<file path="config.mk">
export PLATFORM = sky130hd
export DESIGN_NAME = busclk_gen
export DESIGN_NICKNAME = d
export VERILOG_FILES = /design/src/rtl/busclk_pkg.sv /design/src/rtl/busclk_regs.sv /design/src/rtl/busclk_div.sv /design/src/rtl/busclk_gen.sv
export SDC_FILE = /design/constraint.sdc
export NUM_CORES = 1
export LEC_CHECK = 0
export BUFFER_PORTS_ARGS = -buffer_cell sky130_fd_sc_hd__buf_2
export CORE_MARGIN = 5
export CORE_UTILIZATION = 40
export DETAILED_ROUTE_END_ITERATION = 8
export SETUP_SLACK_MARGIN = 0.3
export SYNTH_ARGS = -nofsm -noshare
export SYNTH_HDL_FRONTEND = slang
export SYNTH_HIERARCHICAL = 1
export SYNTH_SLANG_ARGS = --single-unit
</file>
<file path="constraint.sdc">
create_clock -name clk -period 7.21 [get_ports clk]
set_input_delay 0.3605 -clock clk [delete_from_list [all_inputs] [get_ports clk]]
set_output_delay 0.3605 -clock clk [all_outputs]
set_load 0.02 [all_outputs]
</file>
<file path="src/rtl/busclk_pkg.sv">
package busclk_pkg;
  localparam int unsigned CODE_W = 3;
  localparam int unsigned ADDR_W = 2;

  localparam logic [ADDR_W-1:0] A_BASE  = 2'd0;
  localparam logic [ADDR_W-1:0] A_PBUS  = 2'd1;
  localparam logic [ADDR_W-1:0] A_TRACE = 2'd2;
  localparam logic [ADDR_W-1:0] A_GATE  = 2'd3;

  // log2 of the ratio a code selects, clamped to the channel maximum
  function automatic int unsigned sat_log(input int unsigned code, input int unsigned max_log);
    return (code > max_log) ? max_log : code;
  endfunction

  // last counter value of a period of 2**log2r ticks
  function automatic int unsigned period_last(input int unsigned log2r);
    return (32'd1 << log2r) - 32'd1;
  endfunction
endpackage

</file>
<file path="src/rtl/busclk_regs.sv">
module busclk_regs
  import busclk_pkg::*;
(
  input  logic              clk,
  input  logic              rst_n,
  input  logic              we,
  input  logic [ADDR_W-1:0] addr,
  input  logic [CODE_W-1:0] wdata,
  input  logic              lp_timer,
  input  logic              lp_stop,
  output logic [CODE_W-1:0] base_code,
  output logic [CODE_W-1:0] pbus_code,
  output logic [CODE_W-1:0] trace_code,
  output logic              pbus_gate,
  output logic              sleep
);
  always_ff @(posedge clk) begin
    if (!rst_n) begin
      base_code  <= '0;
      pbus_code  <= '0;
      trace_code <= '0;
      pbus_gate  <= 1'b0;
      sleep      <= 1'b0;
    end else begin
      sleep <= lp_timer | lp_stop;
      if (we) begin
        unique case (addr)
          A_BASE:  base_code  <= wdata;
          A_PBUS:  pbus_code  <= wdata;
          A_TRACE: trace_code <= wdata;
          A_GATE:  pbus_gate  <= wdata[0];
          default: ;
        endcase
      end
    end
  end
endmodule

</file>
<file path="src/rtl/busclk_div.sv">
module busclk_div
  import busclk_pkg::*;
#(
  parameter int unsigned MAX_LOG = 4,
  localparam int unsigned LOG_W  = $clog2(MAX_LOG + 1),
  localparam int unsigned CNT_W  = (MAX_LOG < 1) ? 1 : MAX_LOG
) (
  input  logic              clk,
  input  logic              rst_n,
  input  logic              tick_in,
  input  logic              run,
  input  logic [CODE_W-1:0] code_req,
  output logic              tick_out,
  output logic [LOG_W-1:0]  act_log
);
  logic [CNT_W-1:0] cnt;
  logic [LOG_W-1:0] req_log;
  logic             at_last;

  assign req_log  = LOG_W'(sat_log(int'(code_req), MAX_LOG));
  assign at_last  = (cnt == CNT_W'(period_last(int'(act_log))));
  assign tick_out = run & tick_in & at_last;

  always_ff @(posedge clk) begin
    if (!rst_n) begin
      cnt     <= '0;
      act_log <= '0;
    end else if (!run) begin
      cnt     <= '0;
      act_log <= req_log;
    end else if (tick_in) begin
      if (at_last) begin
        cnt     <= '0;
        act_log <= req_log;
      end else begin
        cnt <= cnt + 1'b1;
      end
    end
  end
endmodule

</file>
<file path="src/rtl/busclk_gen.sv">
module busclk_gen
  import busclk_pkg::*;
#(
  parameter int unsigned BASE_MAX_LOG  = 4,
  parameter int unsigned PBUS_MAX_LOG  = 3,
  parameter int unsigned TRACE_MAX_LOG = 1,
  localparam int unsigned BASE_LW  = $clog2(BASE_MAX_LOG + 1),
  localparam int unsigned PBUS_LW  = $clog2(PBUS_MAX_LOG + 1),
  localparam int unsigned TRACE_LW = $clog2(TRACE_MAX_LOG + 1)
) (
  input  logic              clk,
  input  logic              rst_n,
  input  logic              cfg_we,
  input  logic [ADDR_W-1:0] cfg_addr,
  input  logic [CODE_W-1:0] cfg_wdata,
  input  logic              lp_timer,
  input  logic              lp_stop,
  output logic              base_en,
  output logic              pbus_en,
  output logic              trace_en
);
  logic [CODE_W-1:0]   base_code, pbus_code, trace_code;
  logic                pbus_gate, sleep;
  logic                pbus_run, trace_run;
  logic [BASE_LW-1:0]  base_act;
  logic [PBUS_LW-1:0]  pbus_act;
  logic [TRACE_LW-1:0] trace_act;

  assign pbus_run  = ~pbus_gate & ~sleep;
  assign trace_run = ~sleep;

  busclk_regs u_regs (
    .clk(clk), .rst_n(rst_n), .we(cfg_we), .addr(cfg_addr), .wdata(cfg_wdata),
    .lp_timer(lp_timer), .lp_stop(lp_stop),
    .base_code(base_code), .pbus_code(pbus_code), .trace_code(trace_code),
    .pbus_gate(pbus_gate), .sleep(sleep)
  );

  busclk_div #(.MAX_LOG(BASE_MAX_LOG)) u_base (
    .clk(clk), .rst_n(rst_n), .tick_in(1'b1), .run(1'b1),
    .code_req(base_code), .tick_out(base_en), .act_log(base_act)
  );

  busclk_div #(.MAX_LOG(PBUS_MAX_LOG)) u_pbus (
    .clk(clk), .rst_n(rst_n), .tick_in(base_en), .run(pbus_run),
    .code_req(pbus_code), .tick_out(pbus_en), .act_log(pbus_act)
  );

  busclk_div #(.MAX_LOG(TRACE_MAX_LOG)) u_trace (
    .clk(clk), .rst_n(rst_n), .tick_in(base_en), .run(trace_run),
    .code_req(trace_code), .tick_out(trace_en), .act_log(trace_act)
  );
endmodule

</file>
# After elaboration in Yosys (flattened, before gate mapping)
# Cells that the tools add are included.
# totals
reg_bits	25
output_inout_bits	3
# classes
n_addsub	6
magnitude_cmp	3
eq_ne	8
n_shift	3
mux	11
bitwise_logic	9
n_reduce_logical	12
# ops
cell	count
2-bit AND reduction	7
2-bit 2-to-1 mux	4
3-bit 2-to-1 mux	2
1-bit bitwise AND	5
1-bit 2-to-1 mux	5
4-bit by 1-bit adder with 4-bit output (second input constant)	1
2-bit == test (second input constant)	2
4-bit == test	1
2-bit nonzero test	2
2-bit OR reduction	2
1-bit by 3-bit << shifter with 4-bit output (first input constant)	1
4-bit by 1-bit subtractor with 4-bit output (second input constant)	1
3-bit by 1-bit adder with 3-bit output (second input constant)	1
3-bit == test	1
3-bit by 1-bit greater-than comparator with 1-bit output (second input constant)	1
3-bit by 2-bit greater-than comparator with 1-bit output (second input constant)	1
3-bit greater-than comparator (second input constant)	1
1-bit inverter	3
1-bit by 2-bit << shifter with 3-bit output (first input constant)	1
3-bit by 1-bit subtractor with 3-bit output (second input constant)	1
2-bit by 1-bit == test with 1-bit output (second input constant)	1
2-bit logical NOT	1
2-bit by 1-bit inequality test with 1-bit output (second input constant)	1
2-bit inequality test (second input constant)	1
other kinds (5)	5

# Depth between registers and ports, before layout
# logic_depth
ltp_word	6
mapped_depth	11
ltp_nobuf	11

# By module
# Netlist, hierarchy kept.
# by_module_without_submodules
mod	instances	cells_per_inst	area_per_inst_um2	seq_area_each_um2
busclk_div (u_base)	1	51	486.7	140.1
busclk_regs	1	40	422.9	220.2
busclk_div (u_pbus)	1	30	277.8	100.1
busclk_div (u_trace)	1	14	127.6	40.0
busclk_gen	1	3	11.3	0.0

# Worst setup path before layout
# OpenSTA, ideal clock, no wires.
# synth_timing
kind	register to output
start	register u_base.act_log[2]
end	output pbus_en
t_arrival_ns	2.764
required_ns	6.849
path_slack_ns	4.085
path_stages_with_launch	12
cell_sequence	dfxtp_1 > nor3_2 > inv_1 > ha_1 > xor2_1 > nand3_4 > nor2_1 > and3_1 > nor3b_2 > o21ai_2 > o21ai_2 > and2_1
# synth_between
elab_chain_len	5
# synth_rtl
element	line	source
start, declared	busclk_div.sv:14	output logic [LOG_W-1:0] act_log
start signal, assigned	busclk_div.sv:30	act_log <= req_log;
start signal, assigned	busclk_div.sv:34	act_log <= req_log;
1-bit by 3-bit << shifter with 4-bit output	busclk_pkg.sv:17	return (32'd1 << log2r) - 32'd1;
4-bit by 1-bit subtractor with 4-bit output	busclk_pkg.sv:17	
4-bit == test	busclk_div.sv:21	assign at_last = (cnt == CNT_W'(period_last(int'(act_log))));
via base_en	busclk_gen.sv:18	output logic base_en,
1-bit bitwise AND (2 in a row)	busclk_div.sv:22	assign tick_out = run & tick_in & at_last;
end, declared	busclk_gen.sv:19	output logic pbus_en,
# The timed path passes the listed nets, and every way through them passes these cells.

# Final worst setup path
# layout_timing
start	register u_base.act_log[2]
end	output pbus_en
# layout_between
elab_chain_len	5
# layout_rtl
element	line
1-bit by 3-bit << shifter with 4-bit output	busclk_pkg.sv:17
4-bit by 1-bit subtractor with 4-bit output	busclk_pkg.sv:17
4-bit == test	busclk_div.sv:21
1-bit bitwise AND (2 in a row)	busclk_div.sv:22
# Every way passes these cells.

==> results.md <==
* Outcome: finished, final reports clean
* Clk slew on worst S/H paths at between 0.1 and 0.15 ns
* Endpoint class of the critical path: output port
* Cell Count, Final, Fillers Out at 204
* Distinct cell type count after synthesis at 40
* Unrepaired setup endpoints after global routing: no
* Top cell type's share of synthesized area at 37.74%
* Fin. Hold Viols at 0
* Clk_lat worst skew at a little over 0.3 ns
* Mapped Avg Cell Area at a little under 10 µm²
* Synth area leader: dfxtp_1
* Share of cells above drive strength 1 at a little under a fifth
* Post-synth EDFFs at 0
* All-Layer GR Usage at ~12%
* First-pass GRT wire length at between 4000 and 5000 µm
* Fill cells at 340
* Diodes inserted at 0
* CTS tree: built
* Setup WS pre-CTS at 3.823 ns
* Peak supply drop at 0.0001042 V
* Synth warn at 6
* Initial Utilization at between 40% and 50%
* Chip height at ~68 µm
* Ports at 13
* Vias in the first global route at 1012
* Tcrit/Tclk final at around half
* Setup violations, final at 0
* H-tree Lvls at 1
* Initial antenna violation count at 0
* Pin count of the biggest net entering global routing at 28
* Post-CTS resize count at 0
* Final min period at around 3.7 ns
* Max Fclk at 266.8 MHz
* Synthesized netlist cell count at around 140
* Vias at 988
* Final Max Tran Viols at 0
* HP Class: input pin to register
* Nets at roughly 170
* Syn-to-layout area delta at 11.79%
* Average wire per standard cell at 12.14 µm
* Setup crit start kind: register
* Rows at 21
* IO buf count at 12
* Vias per cell at between 4 and 5
* Commonest cells post-synth: dfxtp_1 (25), nand2_1 (23), mux2i_1 (16)
* Leakage at 0.6303 nW
* Fin Setup TNS at 0 ns
* Mapped cell area at between 1000 and 1500 µm²
* Die area at between 4000 and 5000 µm²
* CTS Hold Bufs at 0
* DRC violations left at 0
* Core area at 3284 µm²
* Postcts setup bufs at 0
* #FFs+latches synth at 25
* Crit path max fanout at 11
* Dominant cell by count in the synthesized netlist: dfxtp_1
* DR pass1 iterations at 3
* Antenna Nets Post-Route at 0
* Worst Skew at around 0.0021 ns
* Root buffer selected by CTS: clkbuf_4
* GP Congestion at 0.7847
* Num Clock Sinks at 25
* Final wirelength at approximately 2500 µm
* Post-synth ARST share at 0%
* Fin Hold WS at between 0.2 and 0.25 ns
* Num CTS Buffers at 3
* Dpl cells at 200
* Cell Pwr Density at roughly 190 nW/µm²
* Max-cap viol count at 0
* Detailed Route Iter0 Violations at 25
* Worst Path Required at approximately 6.9 ns
* Die width at roughly 68 µm
* Clk buf depth at 2
* Grt ovf at 0
* Worst setup margin at approximately 3.5 ns
* Worst Setup Path Type: register to output port
* Detailed placer's ending HPWL at 1961 µm
* WP data arrival at about 3.4 ns
* Sequential area share after synthesis at 37.74%
* Top cells by area, synth: dfxtp_1 (38%), mux2i_1 (12%), nand2_1 (6.5%)
* Prevailing post-synth register cell: dfxtp_1
==> worst max-delay path, cell delays in order, from the launching register on <==
cell and delay [ns]:
dfxtp_1 0.40, nor3_2 0.38, inv_1 0.13, ha_1 0.33, xor2_1 0.25, nand3_4 0.15
nor2_1 0.22, and3_1 0.44, nor3b_2 0.26, o21ai_2 0.10, o21ai_2 0.10, and2_1 0.15
buf_2 0.15
==> per-stage QoR <==
step | utilization, % | power (mW) | cell area [µm²]
5_1_grt | 45.14 | 0.3025 | 1483
4_1_cts | 45.14 | 0.2872 | 1483
2_1_floorplan | - | 0.2072 | 1349
3_3_place_gp | 44.30 | 0.2202 | 1455
6_report | 45.14 | 0.2839 | 1483
3_5_place_dp | 44.30 | 0.2240 | 1455
==> worst paths after layout <==
check / startpoint / to / slack (ns) / depth (start not counted)
setup / recovery: u_base/act_log[2] / pbus_en / 3.46 / 12
hold / removal: lp_timer / u_regs/sleep / 0.24 / 2
setup reg to reg: u_base/act_log[2] / u_pbus/act_log[1] / 4.17 / 11
hold reg to reg: u_regs/base_code[1] / u_regs/base_code[1] / 0.46 / 2
==> cell families after synthesis <==
family                     after synthesis  share of synthesized area [%]
other                                    1                         0.2827
AOI/OAI and AO/OA                       21                          13.21
xor gates and xnor gates                11                          7.830
muxes                                   16                          12.08
adders and majority gates                4                          3.774
and+or+nand+nor                         53                          22.83
buffers and inverters                    7                          2.264
DFF                                     25                          37.74
==> area by class of cell <==
class | count | area, µm² | area share (%)
repair buffers | 12 | 60.06 | 4.051
inverters | 5 | 18.77 | 1.266
well taps | 46 | 57.56 | 3.882
clock buffers | 3 | 22.52 | 1.519
clock inverters | 1 | 5.005 | 0.3376
flip-flops and latches | 25 | 500.5 | 33.76
multi-input cells | 112 | 818.3 | 55.19
==> routing by layer <==
metal	wire (µm)	GRT usage (%)	share of wire [%]
met3	48	1.498	1.9
met5	0	0	0
met1	1112	14.77	45
met4	14	4.557	0.57
met2	1301	22.72	53
==> layout by cell type (no fill, tap or decap), types with 2 or more instances in the layout <==
| cell type | instances |
|---|---|
| dfxtp_1 | 25 |
| nand3b_1 | 2 |
| buf_2 | 12 |
| inv_1 | 5 |
| and3_1 | 2 |
| a211oi_1 | 3 |
| clkbuf_4 | 3 |
| and3b_1 | 2 |
| o21ai_0 | 3 |
| xor2_1 | 4 |
| o21ai_2 | 2 |
| conb_1 | 7 |
| ha_1 | 4 |
| xnor2_1 | 6 |
| o2bb2ai_1 | 3 |
| nand2_1 | 23 |
| nor2_1 | 4 |
| nand3_1 | 4 |
| mux2i_1 | 16 |
| nor3b_2 | 2 |
| nor3_1 | 6 |
==> power breakdown <==
group | total [mW] | switching [mW] | internal [mW]
Combinational | 0.0705 | 0.0410 | 0.0295
Clock | 0.0631 | 0.0424 | 0.0207
Sequential | 0.150 | 0.00616 | 0.144
Total | 0.284 | 0.0895 | 0.194
==> sequential cells by signal, indices dropped and copies added (netlist names), 2 cells and up <==
| register | flops |
|---|---|
| u_base/cnt | 4 |
| u_regs/trace_code | 3 |
| u_pbus/cnt | 3 |
| u_regs/base_code | 3 |
| u_regs/pbus_code | 3 |
| u_base/act_log | 3 |
| u_pbus/act_log | 2 |
Note: power is estimated with default switching activity, not from simulation.
